File: config.mk
export PLATFORM = sky130hd
export DESIGN_NAME = boot_seq
export DESIGN_NICKNAME = d
export VERILOG_FILES = /design/src/rtl/boot_seq_pkg.sv /design/src/rtl/boot_seq_decode.sv /design/src/rtl/boot_seq_alu.sv /design/src/rtl/boot_seq.sv
export SDC_FILE = /design/constraint.sdc
export NUM_CORES = 1
export LEC_CHECK = 0
export BUFFER_PORTS_ARGS = -buffer_cell sky130_fd_sc_hd__buf_4
export CELL_PAD_IN_SITES_DETAIL_PLACEMENT = 0
export CELL_PAD_IN_SITES_GLOBAL_PLACEMENT = 1
export CORE_ASPECT_RATIO = 0.5
export CORE_MARGIN = 10
export CORE_UTILIZATION = 44
export CTS_CLUSTER_DIAMETER = 30
export DETAILED_ROUTE_END_ITERATION = 6
export PLACE_DENSITY_LB_ADDON = 0.1
export SETUP_SLACK_MARGIN = 0.05
export SLEW_MARGIN = 10
export SYNTH_ARGS = -nofsm -noshare
export SYNTH_HDL_FRONTEND = slang
export SYNTH_SLANG_ARGS = --single-unit
File: constraint.sdc
create_clock -name clk_i -period 12.7 [get_ports clk_i]
set_input_delay 1.27 -clock clk_i [delete_from_list [all_inputs] [get_ports clk_i]]
set_output_delay 1.27 -clock clk_i [all_outputs]
set_load 0.02 [all_outputs]
File: src/rtl/boot_seq_pkg.sv
package boot_seq_pkg;
  localparam logic [7:0] OP_CFG_WR = 8'h01;
  localparam logic [7:0] OP_IO_WR  = 8'h02;
  localparam logic [7:0] OP_MEM_WR = 8'h03;
  localparam logic [7:0] OP_BNE    = 8'h04;
  localparam logic [7:0] OP_CFG_RD = 8'h05;
  localparam logic [7:0] OP_ANDOR  = 8'h06;
  localparam logic [7:0] OP_BRA    = 8'h07;
  localparam logic [7:0] OP_IO_RD  = 8'h08;
  localparam logic [7:0] OP_MEM_RD = 8'h09;
  localparam logic [7:0] OP_IND    = 8'hE1;
  localparam logic [7:0] OP_END    = 8'hEE;

  typedef enum logic [3:0] {
    S_IDLE, S_FETCH, S_EXEC, S_CFG_A, S_CFG_D, S_CFG_Z, S_MEM, S_IO, S_DONE, S_ERR
  } state_e;
endpackage

File: src/rtl/boot_seq_decode.sv
module boot_seq_decode
  import boot_seq_pkg::*;
#(
  parameter int unsigned DW = 32,
  localparam int unsigned IW = 8 + 2 * DW
) (
  input  logic [IW-1:0] ins_i,
  input  logic [DW-1:0] acc_i,
  output logic [7:0]    op_o,
  output logic [DW-1:0] op1_o,
  output logic [DW-1:0] op2_o
);
  logic [7:0]    raw;
  logic [DW-1:0] a, b;

  assign raw = ins_i[7:0];
  assign a   = ins_i[8 +: DW];
  assign b   = ins_i[8 + DW +: DW];

  // prefix: real code in low byte of B, operands shift toward B
  always_comb begin
    if (raw == OP_IND) begin
      op_o  = b[7:0];
      op1_o = acc_i;
      op2_o = a;
    end else begin
      op_o  = raw;
      op1_o = a;
      op2_o = b;
    end
  end
endmodule

File: src/rtl/boot_seq_alu.sv
module boot_seq_alu
  import boot_seq_pkg::*;
#(
  parameter int unsigned DW = 32,
  parameter int unsigned IB = 9
) (
  input  logic [DW-1:0] pc_i,
  input  logic [7:0]    op_i,
  input  logic [DW-1:0] op1_i,
  input  logic [DW-1:0] op2_i,
  input  logic [DW-1:0] acc_i,
  output logic [DW-1:0] seq_pc_o,
  output logic [DW-1:0] jmp_pc_o,
  output logic          taken_o,
  output logic [DW-1:0] andor_o
);
  assign seq_pc_o = pc_i + DW'(IB);
  assign jmp_pc_o = seq_pc_o + op1_i;
  assign taken_o  = (op_i == OP_BRA) || ((op_i == OP_BNE) && (acc_i != op2_i));
  assign andor_o  = (acc_i & op2_i) | op1_i;
endmodule

File: src/rtl/boot_seq.sv
module boot_seq
  import boot_seq_pkg::*;
#(
  parameter int unsigned DW  = 32,
  parameter int unsigned IOW = 8
) (
  input  logic           clk_i,
  input  logic           rst_ni,
  input  logic           start_i,
  input  logic [DW-1:0]  base_i,
  input  logic [DW-1:0]  win_lo_i,
  input  logic [DW-1:0]  win_hi_i,
  output logic           fch_req_o,
  output logic [DW-1:0]  fch_addr_o,
  input  logic           fch_vld_i,
  input  logic [7:0]     fch_data_i,
  output logic           mem_req_o,
  output logic           mem_we_o,
  output logic [DW-1:0]  mem_addr_o,
  output logic [DW-1:0]  mem_wdata_o,
  input  logic           mem_ack_i,
  input  logic [DW-1:0]  mem_rdata_i,
  output logic           io_req_o,
  output logic           io_we_o,
  output logic [DW-1:0]  io_addr_o,
  output logic [IOW-1:0] io_wdata_o,
  input  logic           io_ack_i,
  input  logic [IOW-1:0] io_rdata_i,
  output logic           cfg_req_o,
  output logic           cfg_we_o,
  output logic           cfg_sel_o,
  output logic [DW-1:0]  cfg_wdata_o,
  input  logic           cfg_ack_i,
  input  logic [DW-1:0]  cfg_rdata_i,
  output logic           busy_o,
  output logic           done_o,
  output logic           err_o,
  output logic [DW-1:0]  acc_o
);
  localparam int unsigned IB  = 1 + 2 * (DW / 8);
  localparam int unsigned IW  = 8 * IB;
  localparam int unsigned IXW = $clog2(IB);

  state_e         st_q;
  logic [DW-1:0]  pc_q, acc_q, op1_q, op2_q;
  logic [IW-1:0]  ins_q;
  logic [IXW-1:0] ix_q;
  logic           rd_q;

  logic [7:0]     d_op;
  logic [DW-1:0]  d_op1, d_op2, seq_pc, jmp_pc, andor;
  logic           taken, in_win;

  boot_seq_decode #(.DW(DW)) u_dec (
    .ins_i(ins_q), .acc_i(acc_q), .op_o(d_op), .op1_o(d_op1), .op2_o(d_op2)
  );

  boot_seq_alu #(.DW(DW), .IB(IB)) u_alu (
    .pc_i(pc_q), .op_i(d_op), .op1_i(d_op1), .op2_i(d_op2), .acc_i(acc_q),
    .seq_pc_o(seq_pc), .jmp_pc_o(jmp_pc), .taken_o(taken), .andor_o(andor)
  );

  // whole entry must fit inside [lo, hi)
  assign in_win = ({1'b0, pc_q} >= {1'b0, win_lo_i}) &&
                  ({1'b0, pc_q} + (DW+1)'(IB) <= {1'b0, win_hi_i});

  always_ff @(posedge clk_i or negedge rst_ni) begin
    if (!rst_ni) begin
      st_q  <= S_IDLE;
      pc_q  <= '0;
      acc_q <= '0;
      op1_q <= '0;
      op2_q <= '0;
      ins_q <= '0;
      ix_q  <= '0;
      rd_q  <= 1'b0;
    end else begin
      case (st_q)
        S_IDLE, S_DONE, S_ERR: begin
          if (start_i) begin
            pc_q  <= base_i;
            acc_q <= '0;
            ix_q  <= '0;
            st_q  <= S_FETCH;
          end
        end
        S_FETCH: begin
          if (!in_win) begin
            st_q <= S_ERR;
          end else if (fch_vld_i) begin
            ins_q[{ix_q, 3'b000} +: 8] <= fch_data_i;
            if (ix_q == IXW'(IB - 1)) begin
              ix_q <= '0;
              st_q <= S_EXEC;
            end else begin
              ix_q <= ix_q + 1'b1;
            end
          end
        end
        S_EXEC: begin
          op1_q <= d_op1;
          op2_q <= d_op2;
          rd_q  <= 1'b0;
          pc_q  <= taken ? jmp_pc : seq_pc;
          case (d_op)
            OP_CFG_WR: st_q <= S_CFG_A;
            OP_CFG_RD: begin rd_q <= 1'b1; st_q <= S_CFG_A; end
            OP_IO_WR:  st_q <= S_IO;
            OP_IO_RD:  begin rd_q <= 1'b1; st_q <= S_IO; end
            OP_MEM_WR: st_q <= S_MEM;
            OP_MEM_RD: begin rd_q <= 1'b1; st_q <= S_MEM; end
            OP_ANDOR:  begin acc_q <= andor; st_q <= S_FETCH; end
            OP_END:    st_q <= S_DONE;
            default:   st_q <= S_FETCH;
          endcase
        end
        S_CFG_A: if (cfg_ack_i) st_q <= S_CFG_D;
        S_CFG_D: begin
          if (cfg_ack_i) begin
            if (rd_q) begin
              acc_q <= cfg_rdata_i;
              st_q  <= S_FETCH;
            end else begin
              st_q  <= S_CFG_Z;
            end
          end
        end
        S_CFG_Z: if (cfg_ack_i) st_q <= S_FETCH;
        S_MEM: begin
          if (mem_ack_i) begin
            if (rd_q) acc_q <= mem_rdata_i;
            st_q <= S_FETCH;
          end
        end
        S_IO: begin
          if (io_ack_i) begin
            if (rd_q) acc_q <= DW'(io_rdata_i);
            st_q <= S_FETCH;
          end
        end
        default: st_q <= S_IDLE;
      endcase
    end
  end

  assign fch_req_o  = (st_q == S_FETCH) && in_win;
  assign fch_addr_o = pc_q + DW'(ix_q);

  assign mem_req_o   = (st_q == S_MEM);
  assign mem_we_o    = !rd_q;
  assign mem_addr_o  = op2_q;
  assign mem_wdata_o = op1_q;

  assign io_req_o   = (st_q == S_IO);
  assign io_we_o    = !rd_q;
  assign io_addr_o  = op2_q;
  assign io_wdata_o = op1_q[IOW-1:0];

  assign cfg_req_o = (st_q == S_CFG_A) || (st_q == S_CFG_D) || (st_q == S_CFG_Z);
  assign cfg_sel_o = (st_q == S_CFG_D);
  assign cfg_we_o  = !((st_q == S_CFG_D) && rd_q);
  always_comb begin
    case (st_q)
      S_CFG_A: cfg_wdata_o = op2_q;
      S_CFG_D: cfg_wdata_o = op1_q;
      default: cfg_wdata_o = '0;
    endcase
  end

  assign busy_o = !((st_q == S_IDLE) || (st_q == S_DONE) || (st_q == S_ERR));
  assign done_o = (st_q == S_DONE);
  assign err_o  = (st_q == S_ERR);
  assign acc_o  = acc_q;
endmodule

==> results by group, run 1 <==
Cells and area
  – ANT cells: 0
  – Area Overhead vs Synth: 29.4%
  – Layout Cells excl Fill: 2580
  – Post-layout net count: 2392
  – Share of layout cells above drive strength 1: 0.291

Die
  – Chip width: 288 µm
  – IO Pins: 394
  – Die area: 44200 µm²
  – Core ar.: 34900 µm²
  – Initial core utilization: 0.451
  – Rows: 48
  – Die Ht: 154 µm

Routing
  – DR pass1 iterations: 6
  – Vias per cell: 5.62
  – WL/cell: 23.1 µm
  – Post-route ant nets: 0
  – 1st-iter DRT viols: 1269
  – Detailed-route via count: 14489
  – Residual DRC: 0
  – Routed Wire Length: 59500 µm

Logic synthesis
  – Post-synth EDFFs: 0
  – Synth Net Count: 2069
  – Yosys reg bits: 209
  – Mean post-synth cell area: 9.00 µm²
  – Cell Area, Synth: 15700 µm²
  – Synth warn: 0
  – Seq/Total Area, Yosys: 0.332
  – Async S/R FF share, synth: 1.00
  – Distinct cells, synth: 65
  – Cells after Synth: 1749
  – Top_reg_cell synth: dfrtp_1

Power and ir drop
  – Power Density: 191 nW/µm²
  – Worst VDD drop: 0.0000944 V
  – Total chip power: 3900 µW
  – Static leakage: 0.0107 µW

Clocking
  – H-tree levels: 2
  – Root Driver: clkbuf_16
  – Num Clock Sinks: 209
  – Clock latency on the worst-skew pair: 0.56 ns
  – CTS max path bufs: 3
  – # hold bufs at CTS: 0
  – Post-CTS Setup Inserts: 0
  – CTS tree: yes
  – Worst-path clk slew: 0.05 ns
  – CTS Buf Count: 42
  – Post_cts resized: 0

Critical path
  – R2r worst-path depth: 16
  – CP Launch Type: flip-flop
  – WP data required: 11.43 ns
  – Worst reg2reg path endpoint: ins_q[59]
  – Minimum setup slack among reg-to-reg paths: 7.24 ns
  – CP max FO: 15
  – Critical Path AT: 5.16 ns
  – R2R Path Start: pc_q[0]
  – Worst Setup End Kind: primary output
  – CP Class: reg2out

Place
  – Placer Congestion: 0.906
  – Number of port buffers: 393
  – Inst Count DP: 2503
  – Final HPWL DP: 46500 µm

Run
  – Maxcap violations: 0

Timing
  – Worst Skew: 0.0378 ns
  – Fin. Hold Viols: 0
  – Final Setup Violations: 0
  – Final worst path period share: 0.506
  – Minimum clock period: 6.43 ns
  – RSZ-0062 raised after global routing: false
  – Fin Setup TNS: 0 ns
  – Rel. slew slack: 0.183
  – Fmax: 155 MHz
  – Hold Worst Slack: 0.505 ns
  – Worst-margin pin slew: 1.22 ns
  – Max-slew violation count: 0

Worst hold path
  – WHS Path Cells: 1
  – HP Start: ins_q[49]
  – Worst Hold Class: reg2reg
  – Worst Hold End: ins_q[49]

Global routing
  – Total GRT Usage: 0.257
  – First-pass GRT wire length: 88600 µm
  – Gr ovfl total: 0
  – Initial antenna violation count: 0
  – Vias in the first global route: 14342
  – Largest net degree at the start of global routing: 91

Run status
  – Outcome: finished clean
synth_stat cells, types with 5 or more instances:
cell type | n | area share
nand4_1 | 23 | 0.0091
a22o_1 | 32 | 0.018
o21a_1 | 5 | 0.0024
nand2b_1 | 31 | 0.012
a21oi_1 | 66 | 0.021
inv_1 | 117 | 0.028
ha_1 | 135 | 0.11
dfrtp_1 | 209 | 0.33
xnor2_1 | 52 | 0.029
a31oi_1 | 9 | 0.0036
nand3_1 | 41 | 0.013
buf_4 | 41 | 0.020
xor2_1 | 29 | 0.016
nor4_1 | 16 | 0.0064
buf_2 | 7 | 0.0022
clkbuf_1 | 71 | 0.017
a21o_1 | 53 | 0.025
mux2_2 | 118 | 0.084
and3_1 | 25 | 0.0099
a211oi_1 | 9 | 0.0043
and2_1 | 23 | 0.0091
or3_1 | 7 | 0.0028
a222oi_1 | 31 | 0.020
o21bai_1 | 9 | 0.0043
nor3_1 | 15 | 0.0048
buf_1 | 10 | 0.0024
o211ai_1 | 19 | 0.0091
mux2i_1 | 61 | 0.039
nor2_1 | 58 | 0.014
o31ai_1 | 7 | 0.0033
nor2b_1 | 9 | 0.0036
nand2_1 | 240 | 0.057
o41ai_1 | 6 | 0.0033
o21ai_0 | 107 | 0.034
through the flow:
step,cell area [µm²],setup WS (ns),util
3_5_place_dp,18800,6.97,0.539
2_1_floorplan,15700,7.62,-
3_3_place_gp,18800,7.11,0.539
6_report,20400,6.27,0.584
4_1_cts,20400,6.38,0.584
5_1_grt,20400,5.92,0.584
registers in the layout, indices dropped and copies added, names as in the netlist:
signal       cells
pc_q            32
rd_q             1
st_q             4
io_addr_o       32
ix_q             4
ins_q           72
mem_wdata_o     32
acc_o           32
layout by cell type, fill, tap and decap left out, drive strengths merged, types with 58 or more instances in the layout:
master and n:
inv 127, ha 135, o21ai 109, buf 407
dfrtp 209, mux2i 61, mux2 118, nor2 58
nand2 240, a21oi 66
worst max-delay path by stage:
stage,from,to,cells past startpoint
2_1_floorplan,pc_q[0],fch_req_o,15
3_5_place_dp,pc_q[0],fch_req_o,16
5_1_grt,pc_q[0],fch_req_o,15
6_report,pc_q[0],fch_req_o,15
4_1_cts,pc_q[0],fch_req_o,15
3_3_place_gp,pc_q[0],fch_req_o,16
metal layers:
layer	share of wire	wire length [µm]	track usage	up-vias
li1	-	-	-	6912
met4	0.018	1070	0.0549	0
met1	0.44	25900	0.343	7062
met5	0	0	0	-
met3	0.071	4250	0.0497	65
met2	0.47	28300	0.426	450
report_power, final:
part	internal, µW	switching [µW]
sequential	770	210
combinational	687	1000
clock	802	423
area by class of cell:
type | instances | area [µm²]
clock buffers | 46 | 1100
clock inverters | 31 | 463
fillers | 3192 | 14500
inverters | 118 | 443
multi-input cells | 1293 | 9480
flip-flops and latches | 209 | 5230
well taps | 475 | 594
repair buffers | 408 | 3070
cell families (layout without fill, tap and decap cells):
family                   after synthesis  after routing  share of synthesized area
multiplexers                         179            179                      0.123
buffers and inverters                247            603                     0.0692
AO/OA/AOI/OAI                        390            390                      0.169
XOR/XNOR                              81             81                     0.0450
adder cells (fa/ha/maj)              137            137                      0.110
flip-flops                           209            209                      0.332
AND/OR/NAND/NOR                      506            506                      0.152
critical path: stages, from the launching register on:
cell	delay (ns)
dfrtp_1	0.48
ha_1	0.24
a21oi_1	0.12
nand3b_1	0.28
nor4_1	1.04
nand2b_1	0.21
xnor2_1	0.41
ha_1	0.22
nand4_1	0.14
nor4_1	0.39
o31a_1	0.20
nor3_1	0.04
a21oi_1	0.37
nor4_2	0.09
buf_4	0.22
buf_4	0.17
Note: power is estimated with default switching activity, not from simulation.
==> inputs of run 2 (changes only) <==
- CORE_UTILIZATION: 44 -> 41
- clock period: 12.7 -> 6 ns (I/O delays scaled with it)
==> run 2 against run 1 <==
  * Sequential share of layout area rose by 0.088 points
  * Largest cell class unchanged
  * Power is 110% higher
  * Register-to-register slack worse by 6.5 ns
  * Clock skew down 0.011 ns
  * Utilization shrank 4.5 points
  * Die area up 6.6%
  * Wire length is 2.2% higher
  * Worst setup slack got worse by 5.6 ns
  * Sequential cell count unchanged
  * Highest routed layer unchanged
==> results by group, run 2 (synthesis results as in run 1) <==
Global routing
  – GRT met1 Usage: 0.340 (-0.00246)
  – Gr ovfl total: 0 (unchanged)
  – Met3 Use GR: 0.0527 (+0.00300)
  – Largest net degree at the start of global routing: 114 (+25%)
  – Total GRT Usage: 0.247 (-0.0104)
  – Vias in the first global route: 14414 (+0.50%)
  – First-pass GRT wire length: 90400 µm (+2.0%)
  – Most Used Layer, Global Route: met2
  – GR Layer Usage met2: 0.394 (-0.0321)
  – Initial antenna violation count: 1 (+1)

Cells and area
  – Post-layout net count: 2396 (+0.17%)
  – Register name with the most flops: ins_q
  – Layout Cells excl Fill: 2623 (+1.7%)
  – Max reg flops: 72 (unchanged)
  – Most common cell after layout, fill and taps aside: buf_4
  – Area Overhead vs Synth: 28.9%
  – ANT cells: 0 (unchanged)
  – Share of layout cells above drive strength 1: 0.291 (-0.000674)
  – Commonest non-fill, non-tap cells in the layout: 413 x buf_4, 240 x nand2_1, 209 x dfrtp_1, 135 x ha_1, 118 x mux2_2

Critical path
  – CP Launch Type: flip-flop
  – Critical Path AT: 4.71 ns (-0.45 ns)
  – Critical-path top delay cell: dfrtp_1
  – CP Class: reg2out
  – CP peak stage delay: 0.47 ns (-0.57 ns)
  – Crit path launch: pc_q[0]
  – WP data required: 5.40 ns (-6.03 ns)
  – Critical path cell sequence: ha_1 > a21oi_1 > nand3b_1 > nor2_1 > nand3_1 > or3_1 > xnor2_1 > ha_1 > nand4_1 > nor4_1 > o31a_1 > nor3_1 > a21oi_1 > nor4_2 > buf_4 > buf_4
  – Worst Setup End Kind: primary output
  – CP max FO: 15 (unchanged)
  – R2R Path Start: ins_q[4]

Timing
  – RSZ-0062 raised after global routing: false
  – Rel. slew slack: 0.175 (-0.00786)
  – Fmax: 188 MHz
  – Final worst path period share: 0.884
  – Fin Setup TNS: 0 ns (unchanged)
  – Fin. Hold Viols: 0 (unchanged)
  – Final Setup Violations: 0 (unchanged)
  – Minimum clock period: 5.31 ns
  – Max-slew violation count: 0 (unchanged)
  – Worst Skew: 0.0273 ns (-0.0105 ns)
  – Worst-margin pin slew: 1.22 ns (-0.0000597 ns)

Power and ir drop
  – Sw power: 3470 µW (+110%)
  – Worst VDD drop: 0.000213 V (+130%)
  – Reg power frac: 0.260 (+0.008)
  – Clock power frac: 0.286 (-0.028)
  – Power Density: 396 nW/µm² (+110%)
  – Pint: 4570 µW (+100%)
  – Total chip power: 8040 µW (+110%)
  – Static leakage: 0.0106 µW (-0.65%)
  – Sw frac: 0.431 (+0.0113)
  – Logic pwr share: 0.454 (+0.020)

Place
  – Final HPWL DP: 47900 µm (+3.1%)
  – Placer Congestion: 0.879 (-3.0%)
  – Inst Count DP: 2556 (+2.1%)
  – Number of port buffers: 393 (unchanged)

Clocking
  – CTS max path bufs: 3 (unchanged)
  – # hold bufs at CTS: 0 (unchanged)
  – Root Driver: clkbuf_16
  – H-tree levels: 2 (unchanged)
  – Worst-path clk slew: 0.05 ns (about the same)
  – Num Clock Sinks: 209 (unchanged)
  – Post_cts resized: 0 (unchanged)
  – Clock latency on the worst-skew pair: 0.55 ns (about the same)
  – CTS tree: yes
  – CTS Buf Count: 38 (-9.5%)
  – Post-CTS Setup Inserts: 0 (unchanged)

Run
  – Maxcap violations: 0 (unchanged)

Routing
  – Vias per cell: 5.51 (-1.8%)
  – WL/cell: 23.2 µm (+0.53%)
  – 1st-iter DRT viols: 1395 (+9.9%)
  – Detailed-route via count: 14459 (-0.21%)
  – Post-route ant nets: 0 (unchanged)
  – DR pass1 iterations: 6 (unchanged)
  – Residual DRC: 0 (unchanged)
  – Routed Wire Length: 60800 µm (+2.2%)

Die
  – Rows: 50 (+4.2%)
  – Chip width: 297 µm (+3.3%)
  – Initial core utilization: 0.418 (-0.0332)
  – Die area: 47100 µm² (+6.6%)
  – IO Pins: 394 (unchanged)
  – Die Ht: 159 µm (+3.1%)
  – Core ar.: 37700 µm² (+7.9%)

Worst hold path
  – Worst Hold Class: in2async

Run status
  – Outcome: finished clean
[run 2: cell count changes in the layout (fill, tap and decap cells not counted), sizes merged]
cell	previous run	this run
buf	407	415
clkinv	11	6
clkbuf	47	43
bufinv	8	6
clkinvlp	3	5
inv	127	126
[run 2: cell type report]
cell class,count,area (µm²)
Tap cell,520,651
Clock buffer,42,986
Inverter,118,443
Fill cell,3653,17400
Multi-Input combinational cell,1293,9480
Timing Repair Buffer,416,3150
Sequential cell,209,5230
Clock inverter,25,363
[run 2: worst paths after layout]
| check | end | slack [ns] | cells past startpoint |
|---|---|---|---|
| max reg2reg | pc_q[31] | 0.72 | 15 |
| min | acc_o[8] | 0.14 | 1 |
| min reg2reg | ins_q[48] | 0.50 | 1 |
| max | fch_req_o | 0.69 | 16 |
| min in group clk_i | acc_o[26] | 0.36 | 3 |
| max in group asynchronous | pc_q[27] | 4.66 | 2 |
[run 2: power groups by stage]
stage               sequential, µW  clock, µW  combinational (µW)
finish                        2090       2300                3650
global route                  2140       2400                4020
CTS                           2080       2330                3630
detailed placement            2100          0                3610
global placement              2100          0                3600
floorplan                     1880          0                2510
[run 2: through the flow]
stage / hold WS [ns] / area, µm² / utilization / worst slack [ns]
4_1_cts: 0.198 / 20300 / 0.539 / 0.713
3_5_place_dp: 0.492 / 19000 / 0.503 / 0.929
3_3_place_gp: 0.486 / 19000 / 0.503 / 0.972
2_1_floorplan: 0.304 / 15700 / - / 1.45
5_1_grt: 0.230 / 20300 / 0.539 / 0.319
6_report: 0.144 / 20300 / 0.539 / 0.694
[run 2: critical path, delay by kind of cell (launching register included)]
kind,cells,cell delay (ns)
and+or+nand+nor,8,1.85
adders and majority gates,2,0.56
DFF,1,0.47
AOI/OAI and AO/OA,3,0.68
xor gates and xnor gates,1,0.19
buffers and inverters,2,0.42
[run 2: layer usage]
| layer | wire (µm) | part of all wire |
|---|---|---|
| met2 | 27700 | 0.46 |
| met1 | 28200 | 0.46 |
| met5 | 0 | 0 |
| met3 | 3860 | 0.064 |
| met4 | 1030 | 0.017 |
==> inputs of run 3 (changes only) <==
- CORE_ASPECT_RATIO: 0.5 -> 0.75
- CORE_UTILIZATION: 41 -> 40
- SKIP_CTS_REPAIR_TIMING: not set -> 1
==> run 3 against run 2 <==
  * Final area is 0.75% higher
  * Worst setup slack worse by 0.20 ns
  * Highest routed layer unchanged
  * Global-route usage is 0.25 points lower
  * Largest power group unchanged
  * Largest cell class unchanged
  * Register-to-register slack better by 0.09 ns
  * First-iteration DRC count is 24% lower
==> results by group, run 3 (synthesis results as in run 1) <==
Run status
  – Outcome: finished clean

Cells and area
  – Multi-input gate area: 9490 µm² (+0.15%)
  – Post-layout net count: 2396 (unchanged)
  – FF+latch area: 5230 µm² (unchanged)
  – Layout Cells excl Fill: 2623 (unchanged)
  – Register name with the most flops: ins_q
  – ANT cells: 0 (unchanged)
  – Filler Cells Inserted: 3618 (-0.96%)
  – Core Util, Final: 0.531 (-0.00857)
  – Share of layout cells above drive strength 1: 0.292 (+0.00174)
  – Area Overhead vs Synth: 29.9%
  – Commonest non-fill, non-tap cells in the layout: 406 x buf_4, 240 x nand2_1, 209 x dfrtp_1, 135 x ha_1, 118 x mux2_2
  – Max reg flops: 72 (unchanged)
  – Most common cell after layout, fill and taps aside: buf_4

Timing
  – Fin. Hold Viols: 0 (unchanged)
  – Fin Setup TNS: 0 ns (unchanged)
  – Hold Worst Slack: 0.00344 ns (-0.140 ns)
  – Worst Skew: 0.0180 ns (-0.00925 ns)
  – Final Setup Violations: 0 (unchanged)
  – Minimum clock period: 5.51 ns (+0.202 ns)
  – Final worst path period share: 0.918 (+0.0336)
  – RSZ-0062 raised after global routing: false
  – Fmax: 182 MHz (-3.7%)
  – Rel. slew slack: 0.324 (+0.149)
  – Worst setup margin: 0.493 ns (-0.202 ns)
  – Worst-margin pin slew: 1.01 ns (-0.206 ns)
  – Max-slew violation count: 0 (unchanged)

Clocking
  – H-tree levels: 2 (unchanged)
  – Root Driver: clkbuf_16
  – CTS Buf Count: 44 (+16%)
  – Worst-path clk slew: 0.05 ns (about the same)
  – Clock latency on the worst-skew pair: 0.55 ns (about the same)
  – CTS max path bufs: 3 (unchanged)
  – Num Clock Sinks: 209 (unchanged)
  – CTS tree: yes

Die
  – Rows: 62 (+24%)
  – IO Pins: 394 (unchanged)
  – Initial core utilization: 0.408 (-0.00969)
  – Die area: 47800 µm² (+1.4%)
  – Die Ht: 192 µm (+21%)
  – Core ar.: 38600 µm² (+2.4%)
  – Chip width: 249 µm (-16%)

Routing
  – Vias per cell: 5.58 (+1.2%)
  – 1st-iter DRT viols: 1063 (-24%)
  – WL/cell: 23.1 µm (-0.16%)
  – Detailed-route via count: 14635 (+1.2%)
  – Residual DRC: 0 (unchanged)
  – DR pass1 iterations: 6 (unchanged)
  – Post-route ant nets: 0 (unchanged)
  – Routed Wire Length: 60700 µm (-0.16%)

Worst hold path
  – Worst Hold Class: in2async

Power and ir drop
  – Clock power frac: 0.307 (+0.021)
  – Sw frac: 0.423 (-0.00838)
  – Worst VDD drop: 0.000289 V (+36%)
  – Static leakage: 0.0107 µW (+0.70%)
  – Reg power frac: 0.251 (-0.009)
  – Power Density: 402 nW/µm² (+1.6%)
  – Pint: 4750 µW (+3.9%)
  – Logic pwr share: 0.442 (-0.012)
  – Sw power: 3480 µW (+0.35%)

Critical path
  – Critical path cell sequence: ha_1 > a21oi_1 > nand3b_1 > nor2_1 > nand3_1 > nor3_1 > xor2_1 > ha_1 > nand4_1 > nor4_2 > nand3_1 > o21ai_0 > a21oi_1 > nor4_2 > buf_4 > buf_4
  – WP data required: 5.40 ns (about the same)
  – Buf+Inv Stages, Crit Path: 2 (unchanged)
  – CP peak stage delay: 0.46 ns (about the same)
  – CP top delay family: simple AND/OR/NAND/NOR gates
  – Worst Setup End Kind: primary output
  – CP Launch Type: flip-flop
  – Critical Path AT: 4.91 ns (+0.20 ns)
  – Critical-path top delay cell: nor4_2
  – CP Class: reg2out
  – CP max FO: 15 (unchanged)

Global routing
  – GR Layer Usage met2: 0.399 (+0.00503)
  – Met3 Use GR: 0.0496 (-0.00317)
  – Largest net degree at the start of global routing: 144 (+26%)
  – Gr ovfl total: 0 (unchanged)
  – GRT met1 Usage: 0.323 (-0.0170)
  – Total GRT Usage: 0.244 (-0.00249)
  – First-pass GRT wire length: 91800 µm (+1.5%)
  – Vias in the first global route: 15140 (+5.0%)
  – Most Used Layer, Global Route: met2
  – Initial antenna violation count: 1 (unchanged)

Place
  – Number of port buffers: 393 (unchanged)
  – Placer Congestion: 0.913 (+3.9%)
  – Pre-CTS setup slack: 0.827 ns (-0.102 ns)
  – Inst Count DP: 2542 (-0.55%)
  – Final HPWL DP: 47500 µm (-0.94%)

Run
  – Maxcap violations: 0 (unchanged)
run 3: changes by cell type in the layout (fill, tap and decap cells not counted), sizes merged:
| cell | previous run | this run |
|---|---|---|
| inv | 126 | 128 |
| clkinv | 6 | 10 |
| buf | 415 | 410 |
| bufinv | 6 | 5 |
| clkinvlp | 5 | 4 |
| clkbuf | 43 | 52 |
run 3: routing by layer:
layer  wire length [µm]  up-vias  part of all wire
li1                   -     6920                 -
met3               3800       85             0.063
met2              28200      488              0.47
met1              27200     7142              0.45
met5                  0        -                 0
met4               1450        0             0.024
run 3: metrics by stage:
stage	cell area, µm²	total power, µW
after floorplan	15700	4390
after global placement	18900	5640
after detailed placement	18900	5680
after CTS	20400	8250
after global routing	20500	8740
final	20500	8230
run 3: worst register-to-register path: cells and delay by family, from the launching register on:
kind	cells	cell delay, ns
AO/OA/AOI/OAI	3	0.31
adder cells (fa/ha/maj)	2	0.42
XOR/XNOR	1	0.35
multiplexers	1	0.45
buffers and inverters	1	0.29
AND/OR/NAND/NOR	9	2.79
flip-flops	1	0.44
run 3: final cells by class:
class | count | share of cell area
Tap cell | 512 | 0.0313
Inverter | 118 | 0.0217
Sequential cell | 209 | 0.256
Clock buffer | 52 | 0.0579
Multi-Input combinational cell | 1293 | 0.464
Timing Repair Buffer | 410 | 0.153
Clock inverter | 29 | 0.0168
run 3: path summary, 6_finish.rpt:
kind / start / to / slack (ns) / cells after the start
max: pc_q[0] / fch_req_o / 0.49 / 16
min: rst_ni / pc_q[29] / 0.003 / 1
max reg2reg: pc_q[0] / ins_q[30] / 0.81 / 17
max in group asynchronous: rst_ni / ins_q[47] / 4.77 / 2
min in group clk_i: base_i[15] / pc_q[15] / 0.35 / 3
min reg2reg: ins_q[61] / ins_q[61] / 0.51 / 1
run 3: power by group through the flow:
stage          clock network, µW  registers [µW]  logic [µW]
6_report                    2520            2060        3640
5_1_grt                     2630            2100        4010
4_1_cts                     2560            2050        3640
3_5_place_dp                   0            2070        3610
3_3_place_gp                   0            2070        3570
2_1_floorplan                  0            1880        2510
